--- config.mk ---
export PLATFORM = sky130hd
export DESIGN_NAME = pm_power_ctrl
export DESIGN_NICKNAME = d
export VERILOG_FILES = /design/src/rtl/pm_pkg.sv /design/src/rtl/pm_hold_cnt.sv /design/src/rtl/pm_idle_timer.sv /design/src/rtl/pm_fsm.sv /design/src/rtl/pm_power_ctrl.sv
export SDC_FILE = /design/constraint.sdc
export NUM_CORES = 1
export LEC_CHECK = 0
export BUFFER_PORTS_ARGS = -buffer_cell sky130_fd_sc_hd__buf_2
export CAP_MARGIN = 10
export CORE_ASPECT_RATIO = 0.5
export CORE_MARGIN = 1
export CORE_UTILIZATION = 55
export CTS_CLUSTER_DIAMETER = 30
export DETAILED_ROUTE_END_ITERATION = 7
export PLACE_DENSITY_LB_ADDON = 0.15
export SYNTH_ARGS = -nofsm -noshare
export SYNTH_HDL_FRONTEND = slang
export SYNTH_HIERARCHICAL = 1
export SYNTH_SLANG_ARGS = --single-unit
--- constraint.sdc ---
create_clock -name clk -period 2.96 [get_ports clk]
set_input_delay 0.444 -clock clk [delete_from_list [all_inputs] [get_ports clk]]
set_output_delay 0.444 -clock clk [all_outputs]
set_load 0.02 [all_outputs]
--- src/rtl/pm_pkg.sv ---
package pm_pkg;

  typedef enum logic [2:0] {
    PM_INIT    = 3'd0,
    PM_STANDBY = 3'd1,
    PM_ACTIVE  = 3'd2,
    PM_IDLE    = 3'd3,
    PM_SLEEP   = 3'd4,
    PM_WAKE    = 3'd5
  } pm_state_e;

  localparam logic [7:0] PM_CHK_POWERED = 8'hFF;
  localparam logic [7:0] PM_CHK_LOW     = 8'h00;

  // Modes in which the host query reports the device as powered up
  function automatic logic pm_reports_on(input pm_state_e s);
    return (s == PM_ACTIVE) || (s == PM_IDLE);
  endfunction

  // Only the sleep mode stops the main clock
  function automatic logic pm_clock_runs(input pm_state_e s);
    return s != PM_SLEEP;
  endfunction

endpackage

--- src/rtl/pm_hold_cnt.sv ---
// Down counter that times the initialisation and wake windows.
module pm_hold_cnt #(
  parameter int             W       = 2,
  parameter logic [W-1:0]   RST_VAL = '0
) (
  input  logic         clk,
  input  logic         por_n,
  input  logic         load,
  input  logic [W-1:0] load_val,
  output logic         zero
);

  logic [W-1:0] cnt;

  always_ff @(posedge clk or negedge por_n) begin
    if (!por_n)
      cnt <= RST_VAL;
    else if (load)
      cnt <= load_val;
    else if (cnt != '0)
      cnt <= cnt - W'(1);
  end

  assign zero = (cnt == '0);

endmodule

--- src/rtl/pm_idle_timer.sv ---
// Idle-to-sleep timeout: prescaler, tick divider and unit counter.
module pm_idle_timer #(
  parameter int PRESCALE       = 4,
  parameter int TICKS_PER_UNIT = 2,
  parameter int TIMER_W        = 8
) (
  input  logic               clk,
  input  logic               por_n,
  input  logic               hw_rst,
  input  logic               in_idle,
  input  logic               restart,
  input  logic               set_en,
  input  logic [TIMER_W-1:0] set_val,
  output logic               expire
);

  logic [TIMER_W-1:0] setting;
  logic [TIMER_W-1:0] units;
  logic               clear;
  logic               run;
  logic               pre_wrap;
  logic               unit_wrap;

  assign clear = !in_idle || restart;
  assign run   = !clear;

  always_ff @(posedge clk or negedge por_n) begin
    if (!por_n)
      setting <= '0;
    else if (hw_rst)
      setting <= '0;
    else if (set_en)
      setting <= set_val;
  end

  generate
    if (PRESCALE > 1) begin : g_pre
      localparam int PW = $clog2(PRESCALE);
      localparam logic [PW-1:0] PRE_LAST = PW'(PRESCALE - 1);
      logic [PW-1:0] pre;
      always_ff @(posedge clk or negedge por_n) begin
        if (!por_n)
          pre <= '0;
        else if (clear || pre == PRE_LAST)
          pre <= '0;
        else
          pre <= pre + PW'(1);
      end
      assign pre_wrap = run && (pre == PRE_LAST);
    end else begin : g_pre_bypass
      assign pre_wrap = run;
    end
  endgenerate

  generate
    if (TICKS_PER_UNIT > 1) begin : g_tick
      localparam int TW = $clog2(TICKS_PER_UNIT);
      localparam logic [TW-1:0] TICK_LAST = TW'(TICKS_PER_UNIT - 1);
      logic [TW-1:0] tk;
      always_ff @(posedge clk or negedge por_n) begin
        if (!por_n)
          tk <= '0;
        else if (clear)
          tk <= '0;
        else if (pre_wrap)
          tk <= (tk == TICK_LAST) ? '0 : tk + TW'(1);
      end
      assign unit_wrap = pre_wrap && (tk == TICK_LAST);
    end else begin : g_tick_bypass
      assign unit_wrap = pre_wrap;
    end
  endgenerate

  always_ff @(posedge clk or negedge por_n) begin
    if (!por_n)
      units <= '0;
    else if (clear)
      units <= '0;
    else if (unit_wrap)
      units <= units + TIMER_W'(1);
  end

  assign expire = unit_wrap && (setting != '0) &&
                  (units == setting - TIMER_W'(1));

endmodule

--- src/rtl/pm_fsm.sv ---
// Mode sequencer: next-state logic and the state register.
module pm_fsm
  import pm_pkg::*;
#(
  parameter int                HOLD_W  = 2,
  parameter logic [HOLD_W-1:0] INIT_LD = '0,
  parameter logic [HOLD_W-1:0] WAKE_LD = '0
) (
  input  logic              clk,
  input  logic              por_n,
  input  logic              hw_rst,
  input  logic              soft_rst,
  input  logic              cmd_arrive,
  input  logic              cmd_done,
  input  logic              sleep_cmd,
  input  logic              timer_expire,
  input  logic              hold_zero,
  output pm_state_e         state,
  output logic              hold_load,
  output logic [HOLD_W-1:0] hold_val
);

  pm_state_e nxt;
  logic      wake_evt;

  assign wake_evt = soft_rst || cmd_arrive;

  always_comb begin
    nxt       = state;
    hold_load = 1'b0;
    hold_val  = INIT_LD;
    if (hw_rst) begin
      nxt       = PM_INIT;
      hold_load = 1'b1;
    end else begin
      case (state)
        PM_INIT:    if (hold_zero) nxt = PM_STANDBY;
        PM_STANDBY: if (wake_evt) nxt = PM_ACTIVE;
        PM_ACTIVE:  if (!wake_evt && cmd_done) nxt = PM_IDLE;
        PM_IDLE: begin
          if (wake_evt)
            nxt = PM_ACTIVE;
          else if (sleep_cmd || timer_expire)
            nxt = PM_SLEEP;
        end
        PM_SLEEP: begin
          if (wake_evt) begin
            nxt       = PM_WAKE;
            hold_load = 1'b1;
            hold_val  = WAKE_LD;
          end
        end
        PM_WAKE:    if (hold_zero) nxt = PM_ACTIVE;
        default: begin
          nxt       = PM_INIT;
          hold_load = 1'b1;
        end
      endcase
    end
  end

  always_ff @(posedge clk or negedge por_n) begin
    if (!por_n)
      state <= PM_INIT;
    else
      state <= nxt;
  end

endmodule

--- src/rtl/pm_power_ctrl.sv ---
module pm_power_ctrl
  import pm_pkg::*;
#(
  parameter int PRESCALE       = 4,
  parameter int TICKS_PER_UNIT = 2,
  parameter int TIMER_W        = 8,
  parameter int INIT_CYCLES    = 3,
  parameter int WAKE_CYCLES    = 2
) (
  input  logic               clk,
  input  logic               por_n,
  input  logic               hw_rst,
  input  logic               soft_rst,
  input  logic               cmd_arrive,
  input  logic               cmd_done,
  input  logic               sleep_cmd,
  input  logic               idle_set,
  input  logic [TIMER_W-1:0] idle_value,
  output logic [2:0]         mode,
  output logic               main_clk_en,
  output logic [7:0]         pm_check
);

  localparam int HOLD_MAX = (INIT_CYCLES > WAKE_CYCLES) ? INIT_CYCLES : WAKE_CYCLES;
  localparam int HOLD_W   = $clog2(HOLD_MAX + 1);
  localparam logic [HOLD_W-1:0] INIT_LD = HOLD_W'(INIT_CYCLES - 1);
  localparam logic [HOLD_W-1:0] WAKE_LD = HOLD_W'(WAKE_CYCLES - 1);

  pm_state_e         state;
  logic              hold_load;
  logic [HOLD_W-1:0] hold_val;
  logic              hold_zero;
  logic              timer_expire;
  logic              timer_restart;

  assign timer_restart = cmd_arrive || soft_rst || idle_set;

  pm_fsm #(
    .HOLD_W (HOLD_W),
    .INIT_LD(INIT_LD),
    .WAKE_LD(WAKE_LD)
  ) u_fsm (
    .clk         (clk),
    .por_n       (por_n),
    .hw_rst      (hw_rst),
    .soft_rst    (soft_rst),
    .cmd_arrive  (cmd_arrive),
    .cmd_done    (cmd_done),
    .sleep_cmd   (sleep_cmd),
    .timer_expire(timer_expire),
    .hold_zero   (hold_zero),
    .state       (state),
    .hold_load   (hold_load),
    .hold_val    (hold_val)
  );

  pm_hold_cnt #(
    .W      (HOLD_W),
    .RST_VAL(INIT_LD)
  ) u_hold (
    .clk     (clk),
    .por_n   (por_n),
    .load    (hold_load),
    .load_val(hold_val),
    .zero    (hold_zero)
  );

  pm_idle_timer #(
    .PRESCALE      (PRESCALE),
    .TICKS_PER_UNIT(TICKS_PER_UNIT),
    .TIMER_W       (TIMER_W)
  ) u_timer (
    .clk    (clk),
    .por_n  (por_n),
    .hw_rst (hw_rst),
    .in_idle(state == PM_IDLE),
    .restart(timer_restart),
    .set_en (idle_set),
    .set_val(idle_value),
    .expire (timer_expire)
  );

  assign mode        = state;
  assign main_clk_en = pm_clock_runs(state);
  assign pm_check    = pm_reports_on(state) ? PM_CHK_POWERED : PM_CHK_LOW;

endmodule

==> impl_results.md <==
- Status: finished with violations
- Failing checks: design-rule violations
- Number of CTS-inserted buffers: 3
- Sequential fraction of the synthesis area: 39.7%
- Vias in the first global route: 968
- Setup_tns: 0 ns
- Setup crit end kind: flop
- DRT met1 WL: 1480 µm
- Initial Utilization: slightly below 60%
- CTS tree: done
- Mapped Nets: around 180
- Sequential Area: 602 µm²
- Full die area: 2980 µm²
- Endpoints failing hold: 0
- Post-route non-filler standard cell count: 221
- Met3 WL: 126 µm
- Area after DPL: between 1500 and 2000 µm²
- Sink Count: 24
- DR vias/cell: 5.50
- FF-to-FF path depth: 8
- RSZ-0062 raised after global routing: false
- Hold-fix buffers at CTS: 0
- Insertion delay to the later sink of the worst-skew pair: roughly 0.27 ns
- Area contributors post-synth: dfrtp_1, xnor2_1, nor2_1
- Final layout net count: 206
- Post-cts resize count: 0
- Synth async-reset ratio: 100%
- Final setup viols: 0
- Die H: a little under 40 µm
- Initial antenna violation count: 0
- Row cnt: 13
- First-pass GRT wire length: 4490 µm
- Worst Tran Pin Value: 0.572 ns
- Drt first-iter violations: 60
- N_diodes: 0
- WHS: ~0.16 ns
- Clock Path Buffers: 2
- # DRC: 2
- Post-Syn Area per Cell: between 9 and 10 µm²
- Max-slew violations: 0
- Fin area: around 1700 µm²
- DR vias: 1,215
- Number of synthesized register bits: 24
- IO Count: 28
- Antenna Nets Post-Route: 0
- Synthesized cell area: 1520 µm²
- Routability cong.: 0.819
- Synth Flop Type: dfrtp_1
- CP arrival: 2.48 ns
- Die W: 76.3 µm
- Number of instances in the placed design: 217
- Area Overhead vs Synth: 12.6%
- Final period utilization: 78.1%
- CP max FO: 6
- Wire per inst: approximately 13 µm
- Yosys cell types: 46
- Max-cap viol count: 0
- PortBufs: 27
- Worst EP required: ~3.1 ns
- Rel. slew slack: 61.9%
- Core area: 2600 µm²
- Met2 routed WL: 1250 µm
- Fill cells: roughly 200
- Top cell type's share of synthesized area: 38.0%
- Worst-path clk slew: 0.09 ns
- Post CTS Setup Buffer Count: 0
- Routed wire length: 2870 µm
- Highest Clock Rate: around 430 MHz
- Pre-Repair DR Iteration Count: 6
- Number of synthesized flops with an enable pin: 0
- Setup crit start kind: flop
- Top sig layer: met4
- Leakage: 0.795 nW
- Grt ovf: 0
- Largest net degree at the start of global routing: 25
- Yosys synthesis warning count: 6
- Post-synth top area cell: dfrtp_1
- Worst vdd ir: 0.000397 V
- Multi-input gate area: ~830 µm²
- WS Path Type: reg -> reg
- HPWL after DPL: roughly 2000 µm
- Power Density: 601 nW/µm²
- Root buf cell: clkbuf_8
- Final worst path period need: 2.31 ns
- Mapped Cells: 163
- Fraction of layout instances using a drive strength above 1: 21.7%
- R2R Setup Slk: 0.65 ns
- Global Route Usage Sum: 20.1%
- Post-Route Skew: 0.00212 ns
- Hold Crit Class: in -> async
- H-tree level count: 1
## cells in the mapped netlist (2+ instances only)
library cell / instances
nand3_1: 4
ha_1: 5
mux2i_1: 8
o211ai_1: 2
buf_4: 7
clkbuf_1: 2
nor2_1: 25
nand4_1: 5
o21ai_0: 2
o21ai_1: 3
nand2b_1: 5
dfrtp_1: 23
a31oi_1: 2
xnor2_1: 11
inv_1: 5
nor4_1: 3
nor3_1: 4
and3_1: 3
xor2_1: 7
nand2_1: 8
a21oi_1: 4
## state kept, by name, indices dropped and copies added (netlist names)
name / cells
u_timer/setting: 8
u_timer/units: 8
u_fsm/state: 3
u_hold/cnt: 2
u_timer/g_pre.pre: 2
u_timer/g_tick.tk: 1
## critical path, cell delays in order (launching register included)
cell and delay (ns):
dfrtp_1 0.44, inv_1 0.13, ha_1 0.27, nand2b_1 0.16, a21oi_1 0.07, a311o_1 0.35, a2111oi_2 0.38, o41ai_2 0.14
a32o_1 0.27
## path summary, 6_finish.rpt
check                                       end            startpoint
max                              u_fsm/state[0]    u_timer/setting[0]
max in group asynchronous    u_timer/setting[4]                 por_n
min in group clk             u_timer/setting[3]         idle_value[3]
max reg2reg                      u_fsm/state[0]    u_timer/setting[0]
min                              u_fsm/state[0]                 por_n
min reg2reg                u_timer/g_pre.pre[0]  u_timer/g_pre.pre[0]
## kinds of logic (layout without fill, tap and decap cells)
family / count (synthesis) / after routing / synth area share [%]
and+or+nand+nor: 71 / 71 / 24.3
DFF: 24 / 24 / 39.7
AOI/OAI and AO/OA: 21 / 21 / 10.4
xor gates and xnor gates: 18 / 18 / 10.4
buffers and inverters: 16 / 37 / 5.78
muxes: 8 / 8 / 5.28
adders and majority gates: 5 / 5 / 4.13
## report_power, final
group	leakage [nW]	total [mW]	switching, mW	internal (mW)
combinational	0.436	0.335	0.199	0.136
clock	0.0357	0.290	0.109	0.181
sequential	0.324	0.401	0.0410	0.360
total	0.795	1.03	0.350	0.677
## metrics by stage
step           worst slack [ns]  utilization (%)  total power, mW
2_1_floorplan             0.747                -            0.702
3_3_place_gp              0.574             62.9            0.737
3_5_place_dp              0.496             62.9            0.743
4_1_cts                   0.647             65.6             1.03
5_1_grt                   0.527             65.6             1.08
6_report                  0.649             65.6             1.03
## layout make-up
| cell class | instances | area share, % |
|---|---|---|
| inverters | 5 | 1.10 |
| flip-flops and latches | 24 | 35.2 |
| clock buffers | 3 | 2.42 |
| repair buffers | 28 | 8.35 |
| well taps | 37 | 2.71 |
| clock inverters | 1 | 1.76 |
| multi-input cells | 123 | 48.4 |
## layer usage
metal,up-vias,global-route usage [%]
li1,608,-
met1,576,26.9
met2,29,33.6
met3,2,5.65
met4,0,2.88
met5,-,0
## placed cells by master, fill, tap and decap left out, types with 2 or more instances in the layout
cell / n
clkbuf_8: 3
xor2_1: 7
nor2_1: 25
nand2b_1: 5
nor3_1: 4
nand3_1: 4
o21ai_1: 3
and3_1: 3
mux2i_1: 8
buf_2: 27
nand4_1: 5
inv_1: 5
o21ai_0: 2
ha_1: 5
dfrtp_1: 23
nor4_1: 3
a21oi_1: 4
nand2_1: 8
o211ai_1: 2
a31oi_1: 2
xnor2_1: 11
Power figures use the tool's default switching activity.
